`config.mk`:
```
export PLATFORM = sky130hd
export DESIGN_NAME = xbar_route_cfg
export DESIGN_NICKNAME = d
export VERILOG_FILES = /design/src/rtl/xbar_cfg_pkg.sv /design/src/rtl/xbar_shift_rank.sv /design/src/rtl/xbar_route_rank.sv /design/src/rtl/xbar_route_cfg.sv
export SDC_FILE = /design/constraint.sdc
export NUM_CORES = 1
export LEC_CHECK = 0
export BUFFER_PORTS_ARGS = -buffer_cell sky130_fd_sc_hd__clkbuf_2
export CAP_MARGIN = 25
export CORE_ASPECT_RATIO = 1.5
export CORE_MARGIN = 1
export CORE_UTILIZATION = 65
export CTS_BUF_LIST = sky130_fd_sc_hd__clkbuf_8
export DETAILED_ROUTE_END_ITERATION = 7
export PLACE_DENSITY = 0.9
export SYNTH_ARGS = -nofsm -noshare
export SYNTH_HDL_FRONTEND = slang
export SYNTH_HIERARCHICAL = 1
export SYNTH_SLANG_ARGS = --single-unit
```
`constraint.sdc`:
```
create_clock -name pclk -period 4.7 [get_ports pclk]
set_input_delay 0.47 -clock pclk [delete_from_list [all_inputs] [get_ports pclk]]
set_output_delay 0.47 -clock pclk [all_outputs]
set_load 0.01 [all_outputs]
```
`src/rtl/xbar_cfg_pkg.sv`:
```
// Package: shared defaults and mode encoding for the crosspoint
// routing configuration register.
// Assumes: sources and destinations are powers of two in normal use.
package xbar_cfg_pkg;
    localparam int unsigned DEF_SOURCES = 16;
    localparam int unsigned DEF_DESTS   = 8;

    // Loading mode selected by the par_mode pin.
    typedef enum logic {
        LOAD_SERIAL   = 1'b0,
        LOAD_PARALLEL = 1'b1
    } load_mode_e;

    // Number of bits of one destination field: source number plus enable.
    function automatic int unsigned field_bits(input int unsigned sources);
        return $clog2(sources) + 1;
    endfunction
endpackage

```
`src/rtl/xbar_shift_rank.sv`:
```
// Module: first register rank (shift word).
// Shifts serial data in MSB-first, or overwrites one destination field
// from the parallel port. Reset clears only the enable bit of each field.
// Exposes its next-state value so the routing rank can load it on the
// same edge. Assumes the caller never asserts shift_en and wr_en together.
module xbar_shift_rank #(
    parameter int unsigned N_DEST  = 8,
    parameter int unsigned FIELD_W = 5,
    parameter int unsigned ADDR_W  = 3,
    localparam int unsigned WORD_W = N_DEST * FIELD_W
) (
    input  logic              clk,
    input  logic              rst_n,
    input  logic              shift_en,
    input  logic              sdi,
    input  logic              wr_en,
    input  logic [ADDR_W-1:0] wr_addr,
    input  logic [FIELD_W-1:0] wr_data,
    output logic [WORD_W-1:0] word_q,
    output logic [WORD_W-1:0] word_nxt
);
    // Next value: reset clears enables, else shift, else parallel patch.
    always_comb begin
        word_nxt = word_q;
        if (!rst_n) begin
            for (int k = 0; k < int'(N_DEST); k++) begin
                word_nxt[k*FIELD_W + FIELD_W - 1] = 1'b0;
            end
        end else if (shift_en) begin
            word_nxt = {word_q[WORD_W-2:0], sdi};
        end else if (wr_en && (int'(wr_addr) < int'(N_DEST))) begin
            word_nxt[int'(wr_addr)*FIELD_W +: FIELD_W] = wr_data;
        end
    end

    // Register the shift word on the falling programming-clock edge.
    always_ff @(negedge clk) begin
        word_q <= word_nxt;
    end
endmodule

```
`src/rtl/xbar_route_rank.sv`:
```
// Module: second register rank (routing word driving the matrix).
// Loads the whole word (serial mode) or one addressed field (parallel
// mode) from the first rank's next value, which models a transparent
// latch as a register refreshed every edge the strobe is open.
// Reset clears enables only. Assumes load_all and load_one are exclusive.
module xbar_route_rank #(
    parameter int unsigned N_DEST  = 8,
    parameter int unsigned FIELD_W = 5,
    parameter int unsigned ADDR_W  = 3,
    localparam int unsigned WORD_W = N_DEST * FIELD_W
) (
    input  logic               clk,
    input  logic               rst_n,
    input  logic               load_all,
    input  logic               load_one,
    input  logic [ADDR_W-1:0]  sel_addr,
    input  logic [WORD_W-1:0]  src_word,
    output logic [WORD_W-1:0]  route_q
);
    logic [WORD_W-1:0] route_nxt;

    // Next value: reset clears enables, else full or single-field load.
    always_comb begin
        route_nxt = route_q;
        if (!rst_n) begin
            for (int k = 0; k < int'(N_DEST); k++) begin
                route_nxt[k*FIELD_W + FIELD_W - 1] = 1'b0;
            end
        end else if (load_all) begin
            route_nxt = src_word;
        end else if (load_one && (int'(sel_addr) < int'(N_DEST))) begin
            route_nxt[int'(sel_addr)*FIELD_W +: FIELD_W] =
                src_word[int'(sel_addr)*FIELD_W +: FIELD_W];
        end
    end

    // Register the routing word on the falling programming-clock edge.
    always_ff @(negedge clk) begin
        route_q <= route_nxt;
    end
endmodule

```
`src/rtl/xbar_route_cfg.sv`:
```
// Module: crosspoint routing configuration register (top).
// Decodes chip enable, mode and update strobe into rank controls,
// chains the serial output from the shift word's top bit and unpacks
// the routing word into per-destination source numbers and enables.
// Assumes all inputs are stable around the falling edge of pclk.
module xbar_route_cfg
    import xbar_cfg_pkg::*;
#(
    parameter int unsigned N_SRC  = DEF_SOURCES,
    parameter int unsigned N_DEST = DEF_DESTS,
    localparam int unsigned SEL_W   = $clog2(N_SRC),
    localparam int unsigned FIELD_W = SEL_W + 1,
    localparam int unsigned ADDR_W  = $clog2(N_DEST),
    localparam int unsigned WORD_W  = N_DEST * FIELD_W
) (
    input  logic                      pclk,
    input  logic                      rst_n,
    input  logic                      ce_n,
    input  logic                      upd_n,
    input  logic                      par_mode,
    input  logic                      sdi,
    output logic                      sdo,
    input  logic [ADDR_W-1:0]         wr_addr,
    input  logic [FIELD_W-1:0]        wr_data,
    output logic [N_DEST*SEL_W-1:0]   route_sel,
    output logic [N_DEST-1:0]         route_en
);
    load_mode_e        mode;
    logic              selected;
    logic              strobe_open;
    logic              shift_en;
    logic              wr_en;
    logic              load_all;
    logic              load_one;
    logic [WORD_W-1:0] shift_word;
    logic [WORD_W-1:0] shift_next;
    logic [WORD_W-1:0] route_word;

    // Decode the pins into per-rank load controls.
    always_comb begin
        mode        = load_mode_e'(par_mode);
        selected    = !ce_n;
        strobe_open = selected && !upd_n;
        shift_en    = selected && (mode == LOAD_SERIAL);
        wr_en       = selected && (mode == LOAD_PARALLEL);
        load_all    = strobe_open && (mode == LOAD_SERIAL);
        load_one    = strobe_open && (mode == LOAD_PARALLEL);
    end

    xbar_shift_rank #(
        .N_DEST (N_DEST),
        .FIELD_W(FIELD_W),
        .ADDR_W (ADDR_W)
    ) u_shift (
        .clk     (pclk),
        .rst_n   (rst_n),
        .shift_en(shift_en),
        .sdi     (sdi),
        .wr_en   (wr_en),
        .wr_addr (wr_addr),
        .wr_data (wr_data),
        .word_q  (shift_word),
        .word_nxt(shift_next)
    );

    xbar_route_rank #(
        .N_DEST (N_DEST),
        .FIELD_W(FIELD_W),
        .ADDR_W (ADDR_W)
    ) u_route (
        .clk     (pclk),
        .rst_n   (rst_n),
        .load_all(load_all),
        .load_one(load_one),
        .sel_addr(wr_addr),
        .src_word(shift_next),
        .route_q (route_word)
    );

    // Serial chain output is the top bit of the shift word.
    assign sdo = shift_word[WORD_W-1];

    // Unpack each destination field into source number and enable.
    for (genvar k = 0; k < int'(N_DEST); k++) begin : g_unpack
        assign route_sel[k*SEL_W +: SEL_W] = route_word[k*FIELD_W +: SEL_W];
        assign route_en[k]                 = route_word[k*FIELD_W + SEL_W];
    end
endmodule

```
==> results of run 1 <==
[metrics by stage]
step / hold WS, ns / std cells / cell area (um^2) / TNS [ns]
after detailed placement: 0.494 / 639 / 5370 / -55.54
after global placement: 0.481 / 639 / 5370 / -43.11
after floorplan: 0.476 / 424 / 4290 / -25.91
[synthesized netlist by cell type, drive strengths merged, types with 3 or more instances]
cell and n:
o21ai 55, dfxtp 48, nand2 45, edfxtp 32, nor3 27, a21oi 22
mux2i 20, mux2 17, o22ai 17, a22o 16, clkbuf 14, nand3 11
and2 10, inv 10, nor2 10, buf 9, mux4 8, ha 7
a32oi 6, nand2b 5, nor2b 4, a211oi 3, a31oi 3, nor3b 3
[logic make-up after synthesis]
| group | after synthesis | synth area share |
|---|---|---|
| buffers and inverters | 35 | 0.0436 |
| AOI/OAI and AO/OA | 125 | 0.177 |
| DFF | 80 | 0.450 |
| and+or+nand+nor | 128 | 0.150 |
| adders and majority gates | 7 | 0.0205 |
| xor gates and xnor gates | 4 | 0.00820 |
| muxes | 45 | 0.151 |
==> results_dict.tcl, run 1 <==
set metrics [dict create \
    yosysTopAreaCell "dfxtp_1" \
    hpwl_um 12500 \
    async_flop_share 0 \
    synth-seq-area-share 0.450 \
    root_buffer "clkbuf_8" \
    cts_max_path_buffers 2 \
    clock_sinks 80 \
    cts_buffers 9 \
    synth_area_per_cell_um2 10.1 \
    post_cts_buffers 10 \
    synth-seq-cells 80 \
    gp_congestion 1.03 \
    lastStage "clock tree synthesis (4_1_cts)" \
    ioPinCount 55 \
    rows 35 \
    pre_cts_ws_ns -1.26 \
    synth_top_area_share 0.225 \
    die_x_um 68.2 \
    toolErrorMsg "[ERROR DPL-0033] detailed placement checks failed during check placement." \
    status "aborted with a tool error" \
    synthTopCellsByArea "dfxtp_1 (22%), edfxtp_1 (22%), mux2_2 (4.5%)" \
    syn_nets 445 \
    cts_max_level 3 \
    die_h_um 101 \
    synth-edff-count 32 \
    start_util 0.683 \
    synthCells 424 \
    synth_cell_types 48 \
    cts_hold_buf 0 \
    cts_resized 37 \
    yosys_warnings 6 \
    synthFlopType "dfxtp_1" \
    port_buffers 54 \
    synth_area_um2 4270 \
]
==> run 2: changes to the inputs <==
CORE_ASPECT_RATIO = unset   (was 1.5)
CORE_UTILIZATION = 40   (was 65)
CTS_BUF_LIST = unset   (was sky130_fd_sc_hd__clkbuf_8)
PLACE_DENSITY = unset   (was 0.9)
PLACE_DENSITY_LB_ADDON = 0.15   (was unset)
==> results_dict.tcl, run 2 <==
set metrics [dict create \
    die_area_um2 11100 \
    hold_depth 2 \
    port_buffers 54 \
    r2r_start "u_shift/word_q[14]" \
    async_flop_share 0 \
    grt-ovfl-total 0 \
    end_kind "flop" \
    worst_slew_pin_slew_ns 0.434 \
    drv_cap 0 \
    hold_path_end "u_route/route_q[19]" \
    grt_max_degree 43 \
    fin_area_um2 6320 \
    fin_util 0.613 \
    p_leak_uw 0.00292 \
    synth-seq-cells 80 \
    yosys_warnings 6 \
    gp_congestion 0.893 \
    reg_top3 "u_route/route_q (40), u_shift/word_q (40)" \
    setup_viol 40 \
    status "finished with violations" \
    critPathLaunchType "primary input" \
    met3WireLength_um 1070 \
    drt_iter0_markers 487 \
    grt_pass1_wl_um 22600 \
    path_max_fanout 8 \
    grt_pass1_vias 4455 \
    m1WireLength_um 6280 \
    core_um2 10300 \
    cts_tree "done" \
    antenna_cells 0 \
    synth-edff-count 32 \
    synth_area_per_cell_um2 10.1 \
    synthCells 424 \
    grt_usage 0.265 \
    syn_nets 445 \
    critPathKind "primary input to flop" \
    wirelength_um 14200 \
    vdd_drop_max_mv 0.144 \
    synth_cell_types 48 \
    rr_endpoint "u_route/route_q[0]" \
    clock_sinks 80 \
    cts_max_level 3 \
    cts_hold_buf 0 \
    hold_path_class "flop to flop" \
    synth_most_common_cell "dfxtp_1" \
    highest_layer "met4" \
    synthFlopType "dfxtp_1" \
    rsz0062_at_grt "true" \
    met2_length_um 6660 \
    hpwl_um 10200 \
    synthTopCellsByArea "dfxtp_1 (22%), edfxtp_1 (22%), mux2_2 (4.5%)" \
    area_growth_pct 48.0 \
    r2r_cells 6 \
    rrSetupSlack_ns 2.52 \
    place_area_um2 5590 \
    synth-seq-area-share 0.450 \
    clock_skew_ns 0.0252 \
    drtPass1Iterations 5 \
    p_per_area_nw_per_um2 339 \
    fin_ws_ns -0.538 \
    start_util 0.414 \
    hp-start "u_route/route_q[19]" \
    yosysTopAreaCell "dfxtp_1" \
    antenna_found_initial 0 \
    cts_max_path_buffers 2 \
    hold_violations 0 \
    slew_headroom 0.709 \
    drc_errors 0 \
    ys_top_cells_by_count "dfxtp_1 (48), nand2_1 (45), edfxtp_1 (32), o21ai_0 (28)" \
    root_buffer "clkbuf_8" \
    dr_total_vias 4463 \
    via_per_inst 5.45 \
    required_ns 2.49 \
    nNetsFinal 699 \
    layout_common_cells "buf_4 (128), inv_1 (86), clkbuf_2 (52)" \
    die_x_um 105 \
    drive_above_1_share 0.392 \
    crit_arrival_ns 3.03 \
    ant_nets 0 \
    violations "setup timing" \
    cts_buffers 9 \
    die_h_um 105 \
    synth_top_area_share 0.225 \
    clk_latency_ns 0.42 \
    layout_commonest_cell "buf_4" \
    report.final.slew_viol_count 0 \
    synth_area_um2 4270 \
    ioPinCount 55 \
    clk_pin_slew_ns 0.03 \
    rows 37 \
    wire_per_inst_um 17.3 \
]
==> run 2: logic make-up (layout without fill, tap and decap cells) <==
logic type / count (synthesis) / after routing / synth area share
adders and majority gates: 7 / 7 / 0.0205
AOI/OAI and AO/OA: 125 / 125 / 0.177
and+or+nand+nor: 128 / 128 / 0.150
xor gates and xnor gates: 4 / 4 / 0.00820
muxes: 45 / 45 / 0.151
buffers and inverters: 35 / 294 / 0.0436
DFF: 80 / 80 / 0.450
==> run 2: how the worst max path moves through the flow <==
stage	startpoint	endpoint	slack [ns]	cells after the start
3_5_place_dp	wr_addr[1]	u_route/route_q[31]	-1.17	11
3_3_place_gp	wr_addr[1]	u_route/route_q[11]	-1.15	11
6_report	wr_addr[1]	u_route/route_q[0]	-0.54	11
2_1_floorplan	wr_addr[1]	u_route/route_q[20]	-0.72	10
5_1_grt	wr_addr[0]	u_route/route_q[30]	-0.57	11
4_1_cts	wr_addr[1]	u_route/route_q[16]	-0.45	11
==> run 2: layer usage <==
metal	up-vias	global-route usage
met5	-	0
met4	0	0.125
met3	17	0.0532
met2	214	0.408
met1	2114	0.356
li1	2118	-
==> run 2: power breakdown <==
part | leakage, uW | switching, uW | total [uW] | internal [uW]
Clock | 0.000537 | 476 | 871 | 395
Combinational | 0.00169 | 230 | 462 | 232
Sequential | 0.000700 | 35.1 | 811 | 776
==> run 2: worst max-delay path: stages <==
cell and delay (ns):
clkbuf_16 0.12, inv_12 0.03, ha_4 0.22, or3b_4 0.38
or4b_4 0.56, mux2i_1 0.21, a21oi_1 0.11, mux4_2 0.52
mux2i_4 0.19, buf_12 0.16, o21ai_1 0.06
==> run 2: area by class of cell <==
class,instances,area [um^2]
sequential,80,1920
inverter,9,48.8
clock buffer,9,124
fill,882,4000
clock inverter,87,400
tap,136,170
timing repair buffer,189,1380
multi-input combinational,309,2280
==> run 2: metrics by stage <==
step                      setup WS (ns)  setup TNS, ns  total power, uW  hold slack (ns)  instances
final                            -0.538         -18.54             2140            0.497        819
after global routing             -0.571         -20.83             2270            0.537        819
after CTS                        -0.447         -15.66             2140            0.498        814
after detailed placement          -1.17         -54.50             1350            0.490        713
after global placement            -1.15         -52.91             1350            0.479        713
after floorplan                  -0.723         -25.91             1120            0.476        424
==> run 2: timing repair <==
item / CTS / global route
setup endpoints to repair: 40 / 44
resized for setup: 21 / 11
gates cloned: 0 / 0
setup buffers: 7 / 5
pin swaps: 11 / 8
endpoints found under the hold margin: 0 / 0
Note: power is estimated with default switching activity, not from simulation.
==> run 3: changes to the inputs <==
CTS_BUF_LIST = sky130_fd_sc_hd__clkbuf_4   (was unset)
==> results_dict.tcl, run 3 (synthesis gave the netlist of run 2 again) <==
set metrics [dict create \
    dr_total_vias 4444 \
    hold_path_end "u_route/route_q[19]" \
    root_buffer "clkbuf_4" \
    pwr-share-comb 0.229 \
    drive_above_1_share 0.403 \
    fill_cells 887 \
    vdd_drop_max_mv 0.142 \
    wire_per_inst_um 17.5 \
    whs_ns 0.501 \
    critPathKind "primary input to flop" \
    grt_busiest_layer "met2" \
    hold_path_class "flop to flop" \
    layout_commonest_cell "buf_4" \
    die_area_um2 11100 \
    end_kind "flop" \
    ioPinCount 55 \
    clk_pin_slew_ns 0.04 \
    via_per_inst 5.43 \
    worst_slew_pin_slew_ns 0.424 \
    clk_latency_ns 0.50 \
    p_seq_frac 0.396 \
    crit_arrival_ns 3.04 \
    drv_cap 0 \
    antenna_found_initial 0 \
    crit_buf_inv 3 \
    intPower_uw 1320 \
    port_buffers 54 \
    rows 37 \
    setup_viol 40 \
    hp-start "u_route/route_q[19]" \
    rsz0062_at_grt "true" \
    path_max_fanout 8 \
    cts_max_level 3 \
    grt_pass1_vias 4460 \
    nNetsFinal 699 \
    hold_violations 0 \
    area_growth_pct 47.3 \
    drc_errors 0 \
    r2r_start "u_shift/word_q[14]" \
    core_um2 10300 \
    clock_sinks 80 \
    clkPwrFrac 0.376 \
    slew_headroom 0.715 \
    cts_tree "done" \
    setup_tns_ns -16.77 \
    grt_max_degree 43 \
    drtPass1Iterations 6 \
    reg_top3 "u_route/route_q (40), u_shift/word_q (40)" \
    wirelength_um 14300 \
    cpPeakStageDelay_ns 0.57 \
    clock_skew_ns 0.0367 \
    worst-path-stages 11 \
    rr_endpoint "u_route/route_q[10]" \
    layout_common_cells "buf_4 (128), inv_1 (86), clkbuf_2 (52)" \
    grt-ovfl-total 0 \
    antenna_cells 0 \
    met3_usage 0.0569 \
    drt_iter0_markers 486 \
    start_util 0.414 \
    crit_path_cell_trace "clkbuf_16 > inv_12 > ha_4 > or3b_4 > or4b_4 > mux2i_1 > a21oi_1 > mux4_2 > mux2i_4 > buf_12 > o21ai_1" \
    ant_nets 0 \
    hold_depth 2 \
    required_ns 2.56 \
    power_switching_uw 727 \
    cts_hold_buf 0 \
    use_met1 0.358 \
    die_h_um 105 \
    rrSetupSlack_ns 2.51 \
    die_x_um 105 \
    report.final.slew_viol_count 0 \
    status "finished with violations" \
    r2r_cells 6 \
    p_per_area_nw_per_um2 325 \
    critPathSlowestCell "or4b_4" \
    cts_max_path_buffers 2 \
    critPathLaunchType "primary input" \
    grt_pass1_wl_um 22800 \
    p_leak_uw 0.00291 \
    sw_frac_of_total 0.356 \
    cts_buffers 9 \
    gr-usage-met2 0.411 \
    hpwl_um 10200 \
    fin_ws_ns -0.482 \
    violations "setup timing" \
    gp_congestion 0.893 \
    cp_top_family "simple AND/OR/NAND/NOR gates" \
    pre_cts_ws_ns -1.17 \
    grt_usage 0.268 \
]
==> run 3: what timing repair did <==
action / 4_1_cts / 5_1_grt
gates cloned: 0 / 0
gates resized for setup: 20 / 19
endpoints found under the hold margin: 0 / 0
setup buffers: 6 / 6
setup endpoints to repair: 40 / 40
pin swaps: 8 / 9
==> run 3: how the worst max path moves through the flow <==
stage	start	end
2_1_floorplan	wr_addr[1]	u_route/route_q[20]
3_5_place_dp	wr_addr[1]	u_route/route_q[31]
5_1_grt	wr_addr[0]	u_route/route_q[13]
4_1_cts	wr_addr[1]	u_route/route_q[5]
3_3_place_gp	wr_addr[1]	u_route/route_q[11]
6_report	wr_addr[1]	u_route/route_q[10]
==> run 3: worst register-to-register path, delay by kind of cell, from the launching register on <==
kind	cells	cell delay, ns
buf+inv	1	0.16
mux	3	1.10
compound gates	2	0.31
flops	1	0.35
==> run 3: area by class of cell <==
class	count	area, um^2	share of cell area
multi-input cells	309	2300	0.366
well taps	136	170	0.0270
inverters	9	48.8	0.00775
clock inverters	87	400	0.0636
repair buffers	189	1380	0.220
flip-flops and latches	80	1920	0.305
clock buffers	9	67.6	0.0107
==> run 3: metal layers <==
metal	wire [um]	up-vias
li1	-	2120
met3	1030	24
met1	6320	2104
met4	330	0
met2	6660	196
met5	0	-
==> run 3: power by group through the flow <==
stage	registers, uW	clock network (uW)	logic, uW
after global placement	817	106	423
final	809	768	467
after global routing	812	870	496
after detailed placement	817	106	426
after CTS	806	787	445
after floorplan	809	106	205
==> run 3: stage by stage <==
stage | total power, uW | instances | utilization | area (um^2)
floorplan | 1120 | 424 | - | 4290
global placement | 1350 | 713 | 0.541 | 5590
detailed placement | 1350 | 713 | 0.541 | 5590
CTS | 2040 | 813 | 0.599 | 6180
global route | 2180 | 819 | 0.610 | 6290
finish | 2040 | 819 | 0.610 | 6290
==> run 4: changes to the inputs <==
CAP_MARGIN = 20   (was 25)
CORE_UTILIZATION = 50   (was 40)
==> results_dict.tcl, run 4 (synthesis gave the netlist of run 2 again) <==
set metrics [dict create \
    setup_viol 39 \
    ioPinCount 55 \
    die_h_um 94.5 \
    fill_cells 577 \
    cts_tree "done" \
    hpwl_um 10700 \
    clk_latency_ns 0.52 \
    core_um2 8260 \
    drive_above_1_share 0.393 \
    worst_slew_pin_slew_ns 1.07 \
    reg_top3 "u_route/route_q (40), u_shift/word_q (40)" \
    root_buffer "clkbuf_4" \
    grt-ovfl-total 0 \
    die_area_um2 8920 \
    cts_buffers 9 \
    critPathLaunchType "primary input" \
    fin_ws_ns -0.449 \
    drc_errors 0 \
    nNetsFinal 682 \
    start_util 0.518 \
    critPathSlowestCell "or4b_4" \
    grt_pass1_wl_um 22600 \
    critPathKind "primary input to flop" \
    clock_sinks 80 \
    drt_iter0_markers 499 \
    grt_max_degree 33 \
    whs_ns 0.503 \
    end_kind "flop" \
    port_buffers 54 \
    wire_per_inst_um 19.7 \
    via_per_inst 5.95 \
    highest_layer "met4" \
    hold_violations 0 \
    area_growth_pct 43.2 \
    status "finished with violations" \
    drv_cap 0 \
    drtPass1Iterations 5 \
    crit_path_cell_trace "clkbuf_16 > inv_12 > ha_4 > or3b_4 > or4b_4 > mux2i_2 > a21oi_2 > mux4_2 > mux2i_4 > buf_6 > o21ai_2" \
    met3WireLength_um 1200 \
    slew_headroom 0.282 \
    cpPeakStageDelay_ns 0.57 \
    hold_path_class "flop to flop" \
    fin_util 0.741 \
    met2_length_um 7280 \
    cts_max_path_buffers 2 \
    ant_nets 0 \
    path_max_fanout 5 \
    layout_commonest_cell "buf_4" \
    report.final.slew_viol_count 0 \
    gp_congestion 0.914 \
    required_ns 2.58 \
    antenna_cells 0 \
    clk_pin_slew_ns 0.04 \
    wirelength_um 15200 \
    vdd_drop_max_mv 0.199 \
    dr_total_vias 4584 \
    violations "setup timing" \
    antenna_found_initial 0 \
    rows 33 \
    p_leak_uw 0.00282 \
    grt_pass1_vias 4474 \
    m1WireLength_um 6190 \
    layout_common_cells "buf_4 (111), inv_1 (86), clkbuf_2 (52)" \
    cts_max_level 3 \
    die_x_um 94.5 \
    rsz0062_at_grt "true" \
    grt_usage 0.345 \
    crit_arrival_ns 3.03 \
    p_per_area_nw_per_um2 326 \
    clock_skew_ns 0.0586 \
]
==> run 4: cell count changes in the layout (fill, tap and decap cells not counted), sizes merged <==
| cell | before | now |
|---|---|---|
| clkinvlp | 1 | 0 |
| clkinv | 1 | 3 |
| inv | 92 | 93 |
| buf | 136 | 119 |
| bufinv | 2 | 0 |
==> run 4: path summary, 6_finish.rpt <==
kind	end	slack, ns	from	cells past startpoint
setup reg to reg	u_route/route_q[25]	2.54	u_shift/word_q[14]	6
hold / removal	u_route/route_q[19]	0.50	u_route/route_q[19]	2
setup / recovery	u_route/route_q[37]	-0.45	wr_addr[1]	11
hold reg to reg	u_route/route_q[19]	0.50	u_route/route_q[19]	2
==> run 4: final cells by class <==
type                            instances  area [um^2]  area share
Sequential cell                        80         1920       0.314
Clock buffer                            9         67.6      0.0110
Multi-Input combinational cell        309         2340       0.383
Tap cell                              105          131      0.0215
Inverter                                9         51.3     0.00838
Clock inverter                         87          377      0.0615
Timing Repair Buffer                  172         1230       0.201
==> run 4: power by group <==
group          leakage, uW  total, uW  switching (uW)  internal, uW
registers         0.000700        806            34.2           772
clock network     0.000507        724             508           216
logic              0.00161        463             240           224
total              0.00282       1990             782          1210
==> run 4: routing by layer <==
metal,up-vias,GRT usage
li1,2075,-
met1,2163,0.434
met2,299,0.548
met3,47,0.0829
met4,0,0.186
met5,-,0
==> run 4: critical path, delay by kind of cell <==
| kind | cells | cell delay (ns) |
|---|---|---|
| simple gates | 2 | 0.94 |
| mux | 3 | 0.95 |
| compound gates | 2 | 0.13 |
| fa+ha+maj | 1 | 0.18 |
| buf+inv | 3 | 0.34 |
==> run 4: per-stage QoR <==
step           worst slack, ns  TNS, ns  cells  total power, uW  cell area (um^2)
2_1_floorplan           -0.723   -25.91    424             1120              4290
3_3_place_gp             -1.03   -47.03    668             1320              5390
3_5_place_dp             -1.14   -50.62    668             1320              5390
4_1_cts                 -0.441   -12.78    769             1970              6030
5_1_grt                 -0.491   -15.46    771             2120              6120
6_report                -0.449   -14.07    771             1990              6120
==> run 4: what timing repair did <==
item,4_1_cts,5_1_grt
gates cloned,0,0
resized for setup,35,18
pin swaps,9,9
setup endpoints to repair,40,40
hold buffers,0,0
setup buffers,7,3
